--- src/rtl/irq_rollup_pkg.sv ---
package irq_rollup_pkg;
    localparam int BUS_AW = 8;
    localparam int BUS_DW = 16;

    localparam int RTC_N   = 3;
    localparam int RTC_LSB = 5;
    localparam int AUX_N   = 5;
    localparam int AUX_LSB = 4;

    localparam logic [BUS_AW-1:0] RTC_STAT_ADDR = 8'h19;
    localparam logic [BUS_AW-1:0] AUX_STAT_ADDR = 8'h1A;
    localparam logic [BUS_AW-1:0] RTC_MASK_ADDR = 8'h21;
    localparam logic [BUS_AW-1:0] AUX_MASK_ADDR = 8'h22;

    typedef enum logic [2:0] {
        SEL_NONE,
        SEL_RTC_STAT,
        SEL_AUX_STAT,
        SEL_RTC_MASK,
        SEL_AUX_MASK
    } reg_sel_e;
endpackage

--- src/rtl/irq_edge_detect.sv ---
module irq_edge_detect #(
    parameter int W = 3
) (
    input  logic         clk,
    input  logic         rst_n,
    input  logic [W-1:0] evt_i,
    output logic [W-1:0] rise_o
);
    logic [W-1:0] prev_q;

    always_ff @(posedge clk or negedge rst_n) begin
        if (!rst_n) prev_q <= '0;
        else        prev_q <= evt_i;
    end

    always_comb rise_o = evt_i & ~prev_q;

    // a held input yields a one-cycle pulse, never two in a row
    assert_single_pulse_R3: assert property (@(posedge clk) disable iff (!rst_n)
        (rise_o != '0) |=> ((rise_o & $past(rise_o)) == '0));
endmodule

--- src/rtl/irq_group.sv ---
module irq_group #(
    parameter int W   = 3,
    parameter int LSB = 5,
    parameter int DW  = 16
) (
    input  logic          clk,
    input  logic          rst_n,
    input  logic [W-1:0]  rise_i,
    input  logic          rd_stat_i,
    input  logic          wr_mask_i,
    input  logic [W-1:0]  mask_wdata_i,
    output logic [DW-1:0] stat_word_o,
    output logic [DW-1:0] mask_word_o,
    output logic          irq_o
);
    logic [W-1:0] status_q;
    logic [W-1:0] mask_q;
    logic [W-1:0] pend;

    always_ff @(posedge clk or negedge rst_n) begin
        if (!rst_n)         status_q <= '0;
        else if (rd_stat_i) status_q <= rise_i;
        else                status_q <= status_q | rise_i;
    end

    always_ff @(posedge clk or negedge rst_n) begin
        if (!rst_n)         mask_q <= '0;
        else if (wr_mask_i) mask_q <= mask_wdata_i;
    end

    always_comb begin
        pend                     = status_q & ~mask_q;
        irq_o                    = |pend;
        stat_word_o              = '0;
        stat_word_o[LSB +: W]    = status_q;
        mask_word_o              = '0;
        mask_word_o[LSB +: W]    = mask_q;
    end

    assert_edge_sets_R3: assert property (@(posedge clk) disable iff (!rst_n)
        (rise_i != '0) |=> ((status_q & $past(rise_i)) == $past(rise_i)));
    assert_read_clears_R4: assert property (@(posedge clk) disable iff (!rst_n)
        rd_stat_i |=> ((status_q & ~$past(rise_i)) == '0));
    assert_sticky_R4: assert property (@(posedge clk) disable iff (!rst_n)
        !rd_stat_i |=> ((status_q & $past(status_q)) == $past(status_q)));
    assert_collision_kept_R5: assert property (@(posedge clk) disable iff (!rst_n)
        (rd_stat_i && rise_i != '0) |=> (status_q == $past(rise_i)));
    assert_mask_load_R6: assert property (@(posedge clk) disable iff (!rst_n)
        wr_mask_i |=> (mask_q == $past(mask_wdata_i)));
    assert_mask_hold_R6: assert property (@(posedge clk) disable iff (!rst_n)
        !wr_mask_i |=> $stable(mask_q));
    assert_unmasked_irq_R7: assert property (@(posedge clk) disable iff (!rst_n)
        (status_q != '0 && mask_q == '0) |-> irq_o);
    assert_masked_quiet_R7: assert property (@(posedge clk) disable iff (!rst_n)
        (mask_q == '1) |-> !irq_o);
endmodule

--- src/rtl/irq_rollup_top.sv ---
module irq_rollup_top
    import irq_rollup_pkg::*;
(
    input  logic              clk,
    input  logic              rst_n,
    input  logic [BUS_AW-1:0] bus_addr,
    input  logic              bus_rd,
    input  logic              bus_wr,
    input  logic [BUS_DW-1:0] bus_wdata,
    output logic [BUS_DW-1:0] bus_rdata,
    input  logic [RTC_N-1:0]  rtc_evt,
    input  logic [AUX_N-1:0]  aux_evt,
    output logic              irq_rtc,
    output logic              irq_aux,
    output logic              irq_any
);
    reg_sel_e          sel;
    logic [RTC_N-1:0]  rtc_rise;
    logic [AUX_N-1:0]  aux_rise;
    logic [BUS_DW-1:0] rtc_stat_w, rtc_mask_w, aux_stat_w, aux_mask_w;
    logic              unused_wdata;

    assign unused_wdata = ^bus_wdata;

    always_comb begin
        unique case (bus_addr)
            RTC_STAT_ADDR: sel = SEL_RTC_STAT;
            AUX_STAT_ADDR: sel = SEL_AUX_STAT;
            RTC_MASK_ADDR: sel = SEL_RTC_MASK;
            AUX_MASK_ADDR: sel = SEL_AUX_MASK;
            default:       sel = SEL_NONE;
        endcase
    end

    irq_edge_detect #(.W(RTC_N)) u_rtc_edge (
        .clk(clk), .rst_n(rst_n), .evt_i(rtc_evt), .rise_o(rtc_rise));
    irq_edge_detect #(.W(AUX_N)) u_aux_edge (
        .clk(clk), .rst_n(rst_n), .evt_i(aux_evt), .rise_o(aux_rise));

    irq_group #(.W(RTC_N), .LSB(RTC_LSB), .DW(BUS_DW)) u_rtc_grp (
        .clk(clk), .rst_n(rst_n), .rise_i(rtc_rise),
        .rd_stat_i(bus_rd && sel == SEL_RTC_STAT),
        .wr_mask_i(bus_wr && sel == SEL_RTC_MASK),
        .mask_wdata_i(bus_wdata[RTC_LSB +: RTC_N]),
        .stat_word_o(rtc_stat_w), .mask_word_o(rtc_mask_w), .irq_o(irq_rtc));

    irq_group #(.W(AUX_N), .LSB(AUX_LSB), .DW(BUS_DW)) u_aux_grp (
        .clk(clk), .rst_n(rst_n), .rise_i(aux_rise),
        .rd_stat_i(bus_rd && sel == SEL_AUX_STAT),
        .wr_mask_i(bus_wr && sel == SEL_AUX_MASK),
        .mask_wdata_i(bus_wdata[AUX_LSB +: AUX_N]),
        .stat_word_o(aux_stat_w), .mask_word_o(aux_mask_w), .irq_o(irq_aux));

    always_comb begin
        bus_rdata = '0;
        if (bus_rd) begin
            unique case (sel)
                SEL_RTC_STAT: bus_rdata = rtc_stat_w;
                SEL_AUX_STAT: bus_rdata = aux_stat_w;
                SEL_RTC_MASK: bus_rdata = rtc_mask_w;
                SEL_AUX_MASK: bus_rdata = aux_mask_w;
                default:      bus_rdata = '0;
            endcase
        end
        irq_any = irq_rtc | irq_aux;
    end

    assert_idle_read_zero_R9: assert property (@(posedge clk) disable iff (!rst_n)
        (bus_rd && sel == SEL_NONE) |-> (bus_rdata == '0));
    assert_top_follows_R8: assert property (@(posedge clk) disable iff (!rst_n)
        (irq_rtc || irq_aux) |-> irq_any);
endmodule

--- config.mk ---
export PLATFORM = sky130hd
export DESIGN_NAME = irq_rollup_top
export DESIGN_NICKNAME = d
export VERILOG_FILES = /design/src/rtl/irq_rollup_pkg.sv /design/src/rtl/irq_edge_detect.sv /design/src/rtl/irq_group.sv /design/src/rtl/irq_rollup_top.sv
export SDC_FILE = /design/constraint.sdc
export NUM_CORES = 1
export LEC_CHECK = 0
export BUFFER_PORTS_ARGS = -buffer_cell sky130_fd_sc_hd__buf_2
export CORE_ASPECT_RATIO = 1.1
export CORE_MARGIN = 1
export CORE_UTILIZATION = 50
export CTS_CLUSTER_DIAMETER = 120
export DETAILED_ROUTE_END_ITERATION = 8
export GPL_TIMING_DRIVEN = 0
export PLACE_DENSITY = 0.82
export SLEW_MARGIN = 20
export SYNTH_ARGS = -nofsm -noshare
export SYNTH_HDL_FRONTEND = slang
export SYNTH_SLANG_ARGS = --single-unit
--- constraint.sdc ---
create_clock -name clk -period 2.4 [get_ports clk]
set_input_delay 0.12 -clock clk [delete_from_list [all_inputs] [get_ports clk]]
set_output_delay 0.12 -clock clk [all_outputs]
set_load 0.02 [all_outputs]
==> impl_metrics.csv <==
group,metric,value,unit
placement,placed_cells,183,
timing,period_share,0.7189,
timing,rsz0062_at_grt,"false",
worst_hold_path,hp-class,"primary input to flop",
setup_path,r2r_setup_slack,1.60,ns
grt,overflow,0,
placement,globalplace.congestion,0.8451,
setup_path,rr_endpoint,"u_aux_grp.mask_q[0]$_DFFE_PN0P_",
setup_path,endpoint,"bus_rdata[6]",
timing,fin_crit,1.725,ns
logic_synthesis,ys_types,27,
grt,antenna_found_initial,0,
timing,tightest_slew,0.5699,ns
timing,setup_violations,0,
power_and_ir_drop,p_leak,0.8151,nW
timing,slew_headroom,0.6180,
power_and_ir_drop,p_per_area,469.2,nW/um2
logic_synthesis,syn_inst,111,
floorplan,die_height,54.07,um
clock_tree,cts_buffer_depth,2,
logic_synthesis,synth_area_per_cell,11.10,um2
routing,ant_nets,0,
clock_tree,cts_tree,"yes",
setup_path,worstSetupStartpointType,"primary input",
floorplan,die_area,2668,um2
routing,drc,0,
layout,fin_nets,203,
routing,firstDrtPassIters,5,
job,maxCapViolCount,0,
setup_path,path_class,"primary input to primary output",
floorplan,rows,18,
logic_synthesis,synth_seq_cells,24,
run_status,outcome,"completed",
clock_tree,clockRootBuffer,"clkbuf_4",
clock_tree,worstSkewPairLatency,0.30,ns
logic_synthesis,synth-edff-count,0,
setup_path,r2r_cells,1,
grt,grt_pass1_wl,4.381,mm
grt,grt.total_usage,0.2219,
logic_synthesis,netlist_area,1232,um2
setup_path,critPathLaunch,"bus_addr[7]",
timing,slew_viol_final,0,
logic_synthesis,yosysWarnings,0,
placement,hpwl,1.970,mm
power_and_ir_drop,vdd_ir_drop_max,0.4580,mV
layout,n_fill_cell,193,
logic_synthesis,synth-main-ff-cell,"dfrtp_1",
timing,skew,0.0001912,ns
layout,diodes,0,
floorplan,core,2297,um2
setup_path,arrival,1.61,ns
placement,numPortBuffers,32,
routing,wl,2.699,mm
timing,final_hold_viol_count,0,
clock_tree,clkTransAtPathRegs,0.13,ns
layout,drive_above_1_share,0.3614,
clock_tree,cts_buffers,3,
clock_tree,htreeDepth,1,
layout,area_delta_synth_final,29.34,%
setup_path,crit_path_end_kind,"primary output",
layout,instances_no_fill,196,
setup_path,worstPathMaxFanout,10,
logic_synthesis,synth-seq-area-share,0.4873,
routing,vias_per_cell,5.469,
clock_tree,cts_resized,0,
floorplan,die_w,49.34,um
routing,vias,1072,
routing,drtIter0Drc,36,
timing,fmax,0.5796,GHz
routing,wl_per_cell,13.77,um
clock_tree,cts_setup_buffers,0,
clock_tree,clock_sinks,24,
setup_path,required,2.28,ns
floorplan,initial_utilization,0.5365,
grt,grt_pass1_vias,1023,
timing,finalSetupTns,0,ns
grt,grt_max_degree,25,
setup_path,r2r_start,"u_aux_grp.mask_q[0]$_DFFE_PN0P_",
floorplan,io_pins,55,
logic_synthesis,async_reset_ff_frac,1.000,
## layout make-up
cell class | instances | area, um2 | area share
multi-input cells | 70 | 524.3 | 0.3289
well taps | 30 | 37.54 | 0.02355
flip-flops and latches | 24 | 600.6 | 0.3768
plain buffers | 14 | 96.34 | 0.06044
repair buffers | 41 | 250.2 | 0.1570
inverters | 13 | 48.80 | 0.03061
clock buffers | 4 | 36.28 | 0.02276
## where the power goes
part	switching (mW)	internal (mW)
clock	0.115	0.0925
combinational	0.0608	0.0526
sequential	0.00839	0.418
## critical path, stage by stage
cell	delay [ns]
buf_2	0.10
nor3_2	0.50
buf_2	0.32
o211ai_1	0.13
a31oi_1	0.24
buf_2	0.20
## kinds of logic (layout without fill, tap and decap cells)
kind of cell              count (synthesis)  count (layout)  share of synthesized area
and+or+nand+nor                          31              31                     0.1909
buffers and inverters                    27              72                     0.1178
DFF                                      24              24                     0.4873
AOI/OAI and AO/OA                        19              19                     0.1208
muxes                                     8               8                    0.07310
other                                     1              11                   0.003043
xor gates and xnor gates                  1               1                   0.007108
## how the worst min path moves through the flow
stage	startpoint	endpoint	slack (ns)	depth (start not counted)
after floorplan	rst_n	u_aux_edge.prev_q[0]$_DFF_PN0_	-0.18	0
after global placement	rst_n	u_aux_edge.prev_q[2]$_DFF_PN0_	0.11	1
after detailed placement	rst_n	u_aux_edge.prev_q[2]$_DFF_PN0_	0.12	1
after CTS	bus_wdata[8]	u_aux_grp.mask_q[4]$_DFFE_PN0P_	0.04	2
after global routing	bus_wdata[8]	u_aux_grp.mask_q[4]$_DFFE_PN0P_	0.05	2
final	bus_wdata[8]	u_aux_grp.mask_q[4]$_DFFE_PN0P_	0.04	2
## Yosys cell counts, types with 2 or more instances
cell type / n / area (um2)
nand3_1: 5 / 25.02
buf_4: 11 / 82.58
nand2b_1: 3 / 18.77
o211ai_1: 3 / 22.52
a31oi_1: 3 / 18.77
nor2b_1: 2 / 12.51
a21oi_1: 2 / 10.01
mux2_2: 8 / 90.09
and4b_1: 3 / 30.03
inv_1: 13 / 48.80
dfrtp_1: 24 / 600.6
nand4_1: 9 / 56.30
nor4bb_1: 3 / 30.03
buf_2: 2 / 10.01
a22o_1: 8 / 70.07
## state kept, by name, indices dropped and copies added, names as in the netlist
name / cells
u_aux_edge.prev_q: 5
u_aux_grp.mask_q: 5
u_aux_grp.status_q: 5
u_rtc_edge.prev_q: 3
u_rtc_grp.mask_q: 3
u_rtc_grp.status_q: 3
## layout by cell type (no fill, tap or decap), drive strengths merged, types with 3 or more instances in the layout
cell / n
and4b: 3
nand3: 5
mux2: 8
nand2b: 3
nand4: 10
dlygate4sd3: 9
inv: 13
buf: 45
a22o: 8
clkbuf: 5
a31oi: 3
conb: 11
o211ai: 3
nor4bb: 3
dfrtp: 24
## routing by layer
layer | vias up | global-route usage | part of all wire
met5 | - | 0 | 0
met4 | 0 | 0.1176 | 0.024
met1 | 507 | 0.2608 | 0.41
met2 | 58 | 0.3995 | 0.50
met3 | 8 | 0.03107 | 0.063
li1 | 499 | - | -
## metrics by stage
step | hold slack (ns) | instance area, um2 | util | setup WS (ns) | total power [mW]
after floorplan | -0.1756 | 1270 | - | 0.9780 | 0.4898
after global routing | 0.04613 | 1594 | 0.6939 | 0.5584 | 0.7749
final | 0.03979 | 1594 | 0.6939 | 0.6745 | 0.7479
after CTS | 0.03534 | 1594 | 0.6939 | 0.7290 | 0.7491
after global placement | 0.1069 | 1468 | 0.6389 | 0.7931 | 0.5294
after detailed placement | 0.1214 | 1468 | 0.6389 | 0.7347 | 0.5340
## timing repair
| action | CTS | global route |
|---|---|---|
| hold buffers | 9 | 0 |
| endpoints found under the hold margin | 32 | 0 |
| setup endpoints to repair | 0 | 0 |
Power figures use the tool's default switching activity.
